--- src/rtl/rcr_pkg.sv ---
package rcr_pkg;
   typedef enum logic [1:0] {
      CAT_NONE   = 2'd0,
      CAT_LOWPWR = 2'd1,
      CAT_REQ    = 2'd2,
      CAT_RSVD   = 2'd3
   } rst_cat_e;

   localparam int unsigned BIT_POR = 0;
   localparam int unsigned BIT_LPE = 1;
   localparam int unsigned BIT_NDM = 2;
   localparam int unsigned BIT_SW  = 3;
   localparam int unsigned BIT_HW0 = 4;

   function automatic int unsigned hw_width(int unsigned n, bit split);
      return split ? n : 1;
   endfunction
endpackage

--- src/rtl/rcr_hw_fold.sv ---
module rcr_hw_fold #(
   parameter int unsigned NUM_HW   = 3,
   parameter bit          HW_SPLIT = 1'b1,
   localparam int unsigned HWB     = rcr_pkg::hw_width(NUM_HW, HW_SPLIT)
) (
   input  logic [NUM_HW-1:0] req_i,
   output logic [HWB-1:0]    bits_o
);
   generate
      if (HW_SPLIT) begin : g_split
         assign bits_o = req_i;
      end else begin : g_fold
         assign bits_o = |req_i;
      end
   endgenerate
endmodule

--- src/rtl/rcr_authorize.sv ---
module rcr_authorize #(
   parameter int unsigned HWB = 3,
   localparam int unsigned W  = rcr_pkg::BIT_HW0 + HWB
) (
   input  logic [1:0]     cat_i,
   input  logic           ndm_i,
   input  logic           sw_i,
   input  logic [HWB-1:0] hw_i,
   output logic [W-1:0]   set_o
);
   import rcr_pkg::*;
   rst_cat_e cat;
   assign cat = rst_cat_e'(cat_i);

   always_comb begin
      set_o = '0;
      unique case (cat)
         CAT_NONE:   set_o[BIT_NDM] = ndm_i;
         CAT_LOWPWR: set_o[BIT_LPE] = 1'b1;
         CAT_REQ: begin
            set_o[BIT_SW]            = sw_i;
            set_o[W-1:BIT_HW0]       = hw_i;
         end
         default:    set_o = '0;
      endcase
   end
endmodule

--- src/rtl/rcr_store.sv ---
module rcr_store #(
   parameter int unsigned W = 7
) (
   input  logic         clk_i,
   input  logic         rst_ni,
   input  logic         por_i,
   input  logic         rec_i,
   input  logic         rel_i,
   input  logic         clr_we_i,
   input  logic [W-1:0] clr_data_i,
   input  logic [W-1:0] set_i,
   output logic [W-1:0] cause_o,
   output logic         muted_o
);
   localparam logic [W-1:0] POR_ONLY = {{(W-1){1'b0}}, 1'b1};

   logic [W-1:0] cause_q;
   logic         mute_q;
   logic [W-1:0] clr_mask, set_mask;

   assign clr_mask = clr_we_i ? clr_data_i : '0;
   assign set_mask = (rec_i && !mute_q) ? set_i : '0;

   always_ff @(posedge clk_i or negedge rst_ni) begin
      if (!rst_ni) begin
         cause_q <= '0;
         mute_q  <= 1'b0;
      end else if (por_i) begin
         cause_q <= POR_ONLY;
         mute_q  <= 1'b1;
      end else begin
         cause_q <= (cause_q & ~clr_mask) | set_mask;
         if (rel_i) mute_q <= 1'b0;
      end
   end

   assign cause_o = cause_q;
   assign muted_o = mute_q;
endmodule

--- src/rtl/rst_cause_rec.sv ---
module rst_cause_rec #(
   parameter int unsigned NUM_HW   = 3,
   parameter bit          HW_SPLIT = 1'b1,
   localparam int unsigned HWB     = rcr_pkg::hw_width(NUM_HW, HW_SPLIT),
   localparam int unsigned W       = rcr_pkg::BIT_HW0 + HWB
) (
   input  logic              clk_i,
   input  logic              rst_ni,
   input  logic              por_i,
   input  logic [1:0]        cat_i,
   input  logic              ndm_req_i,
   input  logic              sw_req_i,
   input  logic [NUM_HW-1:0] hw_req_i,
   input  logic              rec_i,
   input  logic              rel_i,
   input  logic              clr_we_i,
   input  logic [W-1:0]      clr_data_i,
   output logic [W-1:0]      cause_o
);
   generate
      if (NUM_HW < 1) begin : g_bad_num_hw
         $error("NUM_HW must be at least 1");
      end
   endgenerate

   logic [HWB-1:0] hw_bits;
   logic [W-1:0]   set_vec;
   logic           muted;

   rcr_hw_fold #(.NUM_HW(NUM_HW), .HW_SPLIT(HW_SPLIT)) u_fold (
      .req_i  (hw_req_i),
      .bits_o (hw_bits)
   );

   rcr_authorize #(.HWB(HWB)) u_auth (
      .cat_i (cat_i),
      .ndm_i (ndm_req_i),
      .sw_i  (sw_req_i),
      .hw_i  (hw_bits),
      .set_o (set_vec)
   );

   rcr_store #(.W(W)) u_store (
      .clk_i      (clk_i),
      .rst_ni     (rst_ni),
      .por_i      (por_i),
      .rec_i      (rec_i),
      .rel_i      (rel_i),
      .clr_we_i   (clr_we_i),
      .clr_data_i (clr_data_i),
      .set_i      (set_vec),
      .cause_o    (cause_o),
      .muted_o    (muted)
   );
endmodule

--- config.mk ---
export PLATFORM = sky130hd
export DESIGN_NAME = rst_cause_rec
export DESIGN_NICKNAME = d
export VERILOG_FILES = /design/src/rtl/rcr_pkg.sv /design/src/rtl/rcr_hw_fold.sv /design/src/rtl/rcr_authorize.sv /design/src/rtl/rcr_store.sv /design/src/rtl/rst_cause_rec.sv
export SDC_FILE = /design/constraint.sdc
export NUM_CORES = 1
export LEC_CHECK = 0
export ABC_AREA = 1
export BUFFER_PORTS_ARGS = -buffer_cell sky130_fd_sc_hd__buf_2
export CORE_AREA = 5 5 42 44
export CTS_CLUSTER_SIZE = 16
export DETAILED_ROUTE_END_ITERATION = 10
export DIE_AREA = 0 0 47 49
export PLACE_DENSITY = 0.63
export RECOVER_POWER = 50
export SYNTH_ARGS = -nofsm -noshare
export SYNTH_HDL_FRONTEND = slang
export SYNTH_SLANG_ARGS = --single-unit
--- constraint.sdc ---
create_clock -name clk_i -period 1.2 [get_ports clk_i]
set_input_delay 0.18 -clock clk_i [delete_from_list [all_inputs] [get_ports clk_i]]
set_output_delay 0.18 -clock clk_i [all_outputs]
set_load 0.05 [all_outputs]
==> results of run 1 <==
==> synthesized netlist by cell type (all sizes together) <==
cell type	number
nand3	5
a21oi	2
inv	4
a21boi	4
dfrtp	8
o21ai	1
nand2	9
nor2	15
==> routing by layer <==
layer  vias to the layer above  global-route usage [%]  wire, microns
li1                        212                       -              -
met1                       173                    12.0            394
met2                        20                    13.8            426
met3                         5                    4.43            110
met4                         0                    5.53             27
met5                         -                       0              0
==> registers in the layout, summed over array words and instances (netlist names) <==
name / flops
u_store.muted_o: 1
u_store.cause_o: 7
==> where the power goes <==
group | switching [W] | internal (W) | total (W)
clock | 0.0000880 | 0.000114 | 0.000202
combinational | 0.0000571 | 0.0000368 | 0.0000939
sequential | 0.00000337 | 0.000277 | 0.000281
total | 0.000149 | 0.000428 | 0.000577
==> worst reg2reg max path: stages (launching register included) <==
cell and delay [ps]:
dfrtp_1 370, inv_1 70, nand2_1 90, nor2_1 130, nor2_1 50, nor2_1 80
==> kinds of logic (layout without fill, tap and decap cells) <==
| logic type | count (synthesis) | count (layout) | share of synthesized area (%) |
|---|---|---|---|
| simple gates | 29 | 29 | 30.7 |
| compound gates | 7 | 7 | 12.0 |
| buf+inv | 4 | 34 | 4.00 |
| flops | 8 | 8 | 53.3 |
==> worst min-delay path by stage <==
stage	from	end	slack, ps	cells after the start
after floorplan	rst_ni	u_store.cause_o[0]	-120	0
after global placement	rst_ni	u_store.cause_o[2]	40	1
after detailed placement	rst_ni	u_store.cause_o[2]	30	1
after CTS	rel_i	u_store.muted_o	120	2
after global routing	rel_i	u_store.muted_o	110	2
final	rel_i	u_store.muted_o	120	2
==> metrics by stage <==
| stage | hold WS [ps] | setup slack [ps] |
|---|---|---|
| floorplan | -116 | 203 |
| global placement | 35.1 | 384 |
| detailed placement | 33.1 | 344 |
| CTS | 117 | 158 |
| global route | 111 | 118 |
| finish | 120 | 170 |
==> cell type report <==
class                           count  share of cell area (%)
Inverter                            4                    2.70
Sequential cell                     8                    36.0
Tap cell                           16                    3.60
Timing Repair Buffer               27                    24.9
Clock buffer                        3                    4.04
Multi-Input combinational cell     36                    28.8
==> timing repair <==
item / in CTS / in global routing
endpoints found under the hold margin: 8 / 0
hold buffers: 1 / 0
gates resized for setup: 0 / 0
buffers inserted: 0 / 0
==> impl_metrics.csv, run 1 <==
group,metric,value,unit
run_status,status,"finished clean",
floorplan,coreArea,1400,sq um
synthesis,avgSynthCellArea,7.82,sq um
final_layout,fillers,158,
pwr,irDropWorstVdd,0.488,mV
final_layout,mostFrequentLayoutCell,"buf_2",
final_layout,final_area,557,sq um
placed_design,io_buffers,26,
setup_path,crit_slowest_cell,"dfrtp_1",
setup_path,r2r.worst_path.cells,5,
synthesis,yosysTopAreaCellShare,53.3,%
routing,dr.pass1.iters,3,
placed_design,placed_cells,90,
synthesis,syn-cell-area,375,sq um
placed_design,gp_congestion,0.739,
floorplan,initial_core_util,26.8,%
final_layout,layout_common_cells,"buf_2, nor2_1, nand2_1",
clocking,cts.clk_slew.worst_paths,50,ps
setup_path,critPathRequiredTime,1020,ps
sta,worst_pin_slew,432,ps
sta,fmax,970,MHz
setup_path,crit_path_end_kind,"output pin",
pwr,p_total,0.000577,W
setup_path,timing.rr.end,"u_store.cause_o[6]",
flow_run,maxCapViolations,0,
setup_path,path_cells,"buf_2",
setup_path,cp_top_family,"flip-flops",
synthesis,synth_cell_type_count,8,
final_layout,fin_util,39.7,%
setup_path,startpoint_type,"register",
setup_path,max_stage_delay,340,ps
clocking,tritoncts,"built",
setup_path,critical_path_class,"reg -> out",
hold_path,hp-class,"in -> reg",
clocking,insertion_delay,250,ps
floorplan,die-width,47,microns
clocking,cts.sinks,8,
final_layout,layout-drive-gt1-share,35.9,%
routing,vias,410,
final_layout,layout.cells.non_filler,94,
placed_design,postPlaceCellArea,526,sq um
sta,setup_viol,0,
global_route,grt_pass1_vias,392,
routing,drc_errors,0,
setup_path,cp.depth,1,
placed_design,hpwl,818,microns
floorplan,dieArea,2300,sq um
setup_path,critPathCapture,"cause_o[4]",
global_route,grt_pass1_wl,1640,microns
sta,max_slew_margin,71.2,%
synthesis,synth_fp_nets,68,
routing,drtAntennaViolNets,0,
final_layout,multi_input_area,160,sq um
global_route,antenna_found_initial,0,
synthesis,yosysSeqAreaShare,53.3,%
clocking,h-tree-depth,1,
synthesis,synthCells,48,
synthesis,ys_ff_latch,8,
clocking,cts_buffers,3,
routing,wl_per_cell,10.2,microns
routing,via_per_inst,4.36,
sta,finalSetupTns,0,ps
routing,routed_wl,959,microns
clocking,root_buffer,"clkbuf_4",
global_route,grt_start_max_net_pins,9,
synthesis,synth.area.top_cells,"dfrtp_1, nor2_1, nand2_1",
clocking,cts_max_path_buffers,2,
sta,min_period,1030,ps
setup_path,startpoint,"u_store.cause_o[4]",
sta,fin_crit_sh,85.9,%
sta,final_max_slew_viol_count,0,
setup_path,r2r_start,"u_store.muted_o",
synthesis,yosysTopAreaCell,"dfrtp_1",
sta,skew,0.769,ps
sta,hold_viol_final,0,
setup_path,crit_fanout,2,
final_layout,area_growth,48.3,%
floorplan,die_h,49,microns
sta,rsz0062_at_grt,"false",
floorplan,ios,27,
routing,drt_iter0_drc,10,
pwr,p_per_area,1040,nW/um^2
final_layout,seqCellArea,200,sq um
setup_path,worstPathArrival,850,ps
setup_path,r2r_slack,350,ps
floorplan,rows,14,
synthesis,synth_warnings,0,
global_route,grt.total_usage,9.80,%
final_layout,fin_nets,100,
global_route,grt_overflow,0,
final_layout,diodes,0,
pwr,p_leak,0.310,nW
setup_path,critPathBufInv,1,
No activity file was read; power rests on OpenSTA's default activity.
==> run 2: changes to the inputs <==
--- a/config.mk
+++ b/config.mk
@@ -8,6 +8,7 @@
 export ABC_AREA = 1
 export BUFFER_PORTS_ARGS = -buffer_cell sky130_fd_sc_hd__buf_2
 export CORE_AREA = 5 5 42 44
+export CTS_BUF_LIST = sky130_fd_sc_hd__clkbuf_8
 export CTS_CLUSTER_SIZE = 16
 export DETAILED_ROUTE_END_ITERATION = 10
 export DIE_AREA = 0 0 47 49
==> run 2 against run 1 <==
Fmax rose by 2.7%. Wire length rose by 1.0%. First-iteration DRC count did not move. Final cell count did not move. Critical endpoint unchanged. Global-route usage did not move. Register-to-register slack barely moved. Count of clock-buffer cells in the layout did not move. Power rose by 20%. Final area rose by 3.4%.
==> impl_metrics.csv, run 2 (synthesis gave the netlist of run 1 again) <==
group,metric,value,unit
sta,fin_crit_sh,83.6,%
sta,fmax,997,MHz
pwr,irDropWorstVdd,0.575,mV
floorplan,rows,14,
setup_path,critPathBufInv,1,
routing,wl_per_cell,10.3,microns
hold_path,hold_depth,2,
setup_path,crit_path_end_kind,"output pin",
routing,dr_wl_met3,104,microns
sta,finalSetupTns,0,ps
floorplan,die-width,47,microns
setup_path,path_cells,"buf_2",
setup_path,r2r.worst_path.cells,5,
routing,drtAntennaViolNets,0,
floorplan,initial_core_util,26.8,%
final_layout,diodes,0,
floorplan,coreArea,1400,sq um
setup_path,max_stage_delay,330,ps
setup_path,worstPathArrival,820,ps
final_layout,layout-drive-gt1-share,35.9,%
final_layout,layout.cells.non_filler,94,
setup_path,critical_path_class,"reg -> out",
global_route,grt_pass1_wl,1630,microns
routing,drt-met1-wl,385,microns
final_layout,layout_common_cells,"buf_2, nor2_1, nand2_1",
routing,via_per_inst,4.45,
sta,setup_ws,197,ps
global_route,antenna_found_initial,0,
clocking,cts.clk_slew.worst_paths,40,ps
setup_path,startpoint_type,"register",
flow_run,maxCapViolations,0,
floorplan,ios,27,
placed_design,placed_cells,90,
routing,routed_wl,969,microns
pwr,p_leak,0.317,nW
setup_path,timing.rr.end,"u_store.cause_o[6]",
global_route,grt.total_usage,9.80,%
sta,max_slew_margin,71.6,%
clocking,root_buffer,"clkbuf_8",
clocking,cts_buffers,3,
global_route,grt_start_max_net_pins,9,
pwr,p_total,0.000693,W
setup_path,r2r_start,"u_store.muted_o",
setup_path,cp.depth,1,
placed_design,io_buffers,26,
sta,rsz0062_at_grt,"false",
sta,final_max_slew_viol_count,0,
run_status,status,"finished clean",
setup_path,crit_fanout,2,
floorplan,die_h,49,microns
routing,dr.pass1.iters,4,
hold_path,min_from,"rel_i",
placed_design,post-place-ws,344,ps
routing,vias,418,
clocking,insertion_delay,230,ps
floorplan,dieArea,2300,sq um
final_layout,area_growth,53.3,%
global_route,grt_pass1_vias,389,
placed_design,hpwl,818,microns
setup_path,r2r_slack,360,ps
global_route,grt_overflow,0,
sta,worst_pin_slew,425,ps
sta,min_period,1000,ps
setup_path,critPathRequiredTime,1020,ps
placed_design,gp_congestion,0.739,
pwr,p_per_area,1200,nW/um^2
routing,drt_iter0_drc,10,
routing,drc_errors,0,
clocking,cts.sinks,8,
setup_path,cp_top_family,"flip-flops",
sta,setup_viol,0,
sta,hold_viol_final,0,
hold_path,hp-class,"in -> reg",
final_layout,largest_reg_flops,7,
clocking,cts_max_path_buffers,2,
sta,skew,0.118,ps
routing,route.met2.wl,439,microns
clocking,h-tree-depth,1,
hold_path,hold_path_end,"u_store.muted_o",
setup_path,crit_slowest_cell,"dfrtp_1",
final_layout,fin_nets,100,
routing,top_layer,"met4",
clocking,tritoncts,"built",
final_layout,mostFrequentLayoutCell,"buf_2",
## run 2: worst max-delay path by stage
stage / startpoint / endpoint
final: u_store.cause_o[4] / cause_o[4]
after global routing: u_store.cause_o[1] / cause_o[1]
after CTS: u_store.cause_o[3] / cause_o[3]
after detailed placement: u_store.muted_o / u_store.cause_o[4]
after global placement: u_store.muted_o / u_store.cause_o[3]
after floorplan: u_store.cause_o[3] / u_store.cause_o[3]
## run 2: cell type report
class	count	area (sq um)
well taps	16	20.0
flip-flops and latches	8	200
clock buffers	3	41.3
repair buffers	27	139
multi-input cells	36	160
fillers	157	826
inverters	4	15.0
## run 2: what timing repair did
item | 4_1_cts | 5_1_grt
resized for setup | 0 | 0
setup buffers | 0 | 0
endpoints found under the hold margin | 8 | 0
hold buffers | 1 | 0
## run 2: routing by layer
| metal | vias to the layer above | global-route usage (%) |
|---|---|---|
| li1 | 212 | - |
| met1 | 178 | 12.0 |
| met2 | 22 | 13.8 |
| met3 | 6 | 2.21 |
| met4 | 0 | 8.29 |
| met5 | - | 0 |
## run 2: per-stage QoR
stage / cell area (sq um) / hold slack (ps) / utilization [%]
4_1_cts: 577 / 146 / 41.2
3_3_place_gp: 526 / 35.1 / 37.5
2_1_floorplan: 375 / -116 / -
5_1_grt: 576 / 147 / 41.1
3_5_place_dp: 526 / 33.1 / 37.5
6_report: 576 / 145 / 41.1
## run 2: where the power goes
part           internal, W  leakage (nW)  switching [W]   total, W
logic            0.0000368         0.192      0.0000569  0.0000937
clock network     0.000217        0.0216       0.000101   0.000318
registers         0.000279         0.104     0.00000336   0.000282
total             0.000532         0.317       0.000161   0.000693
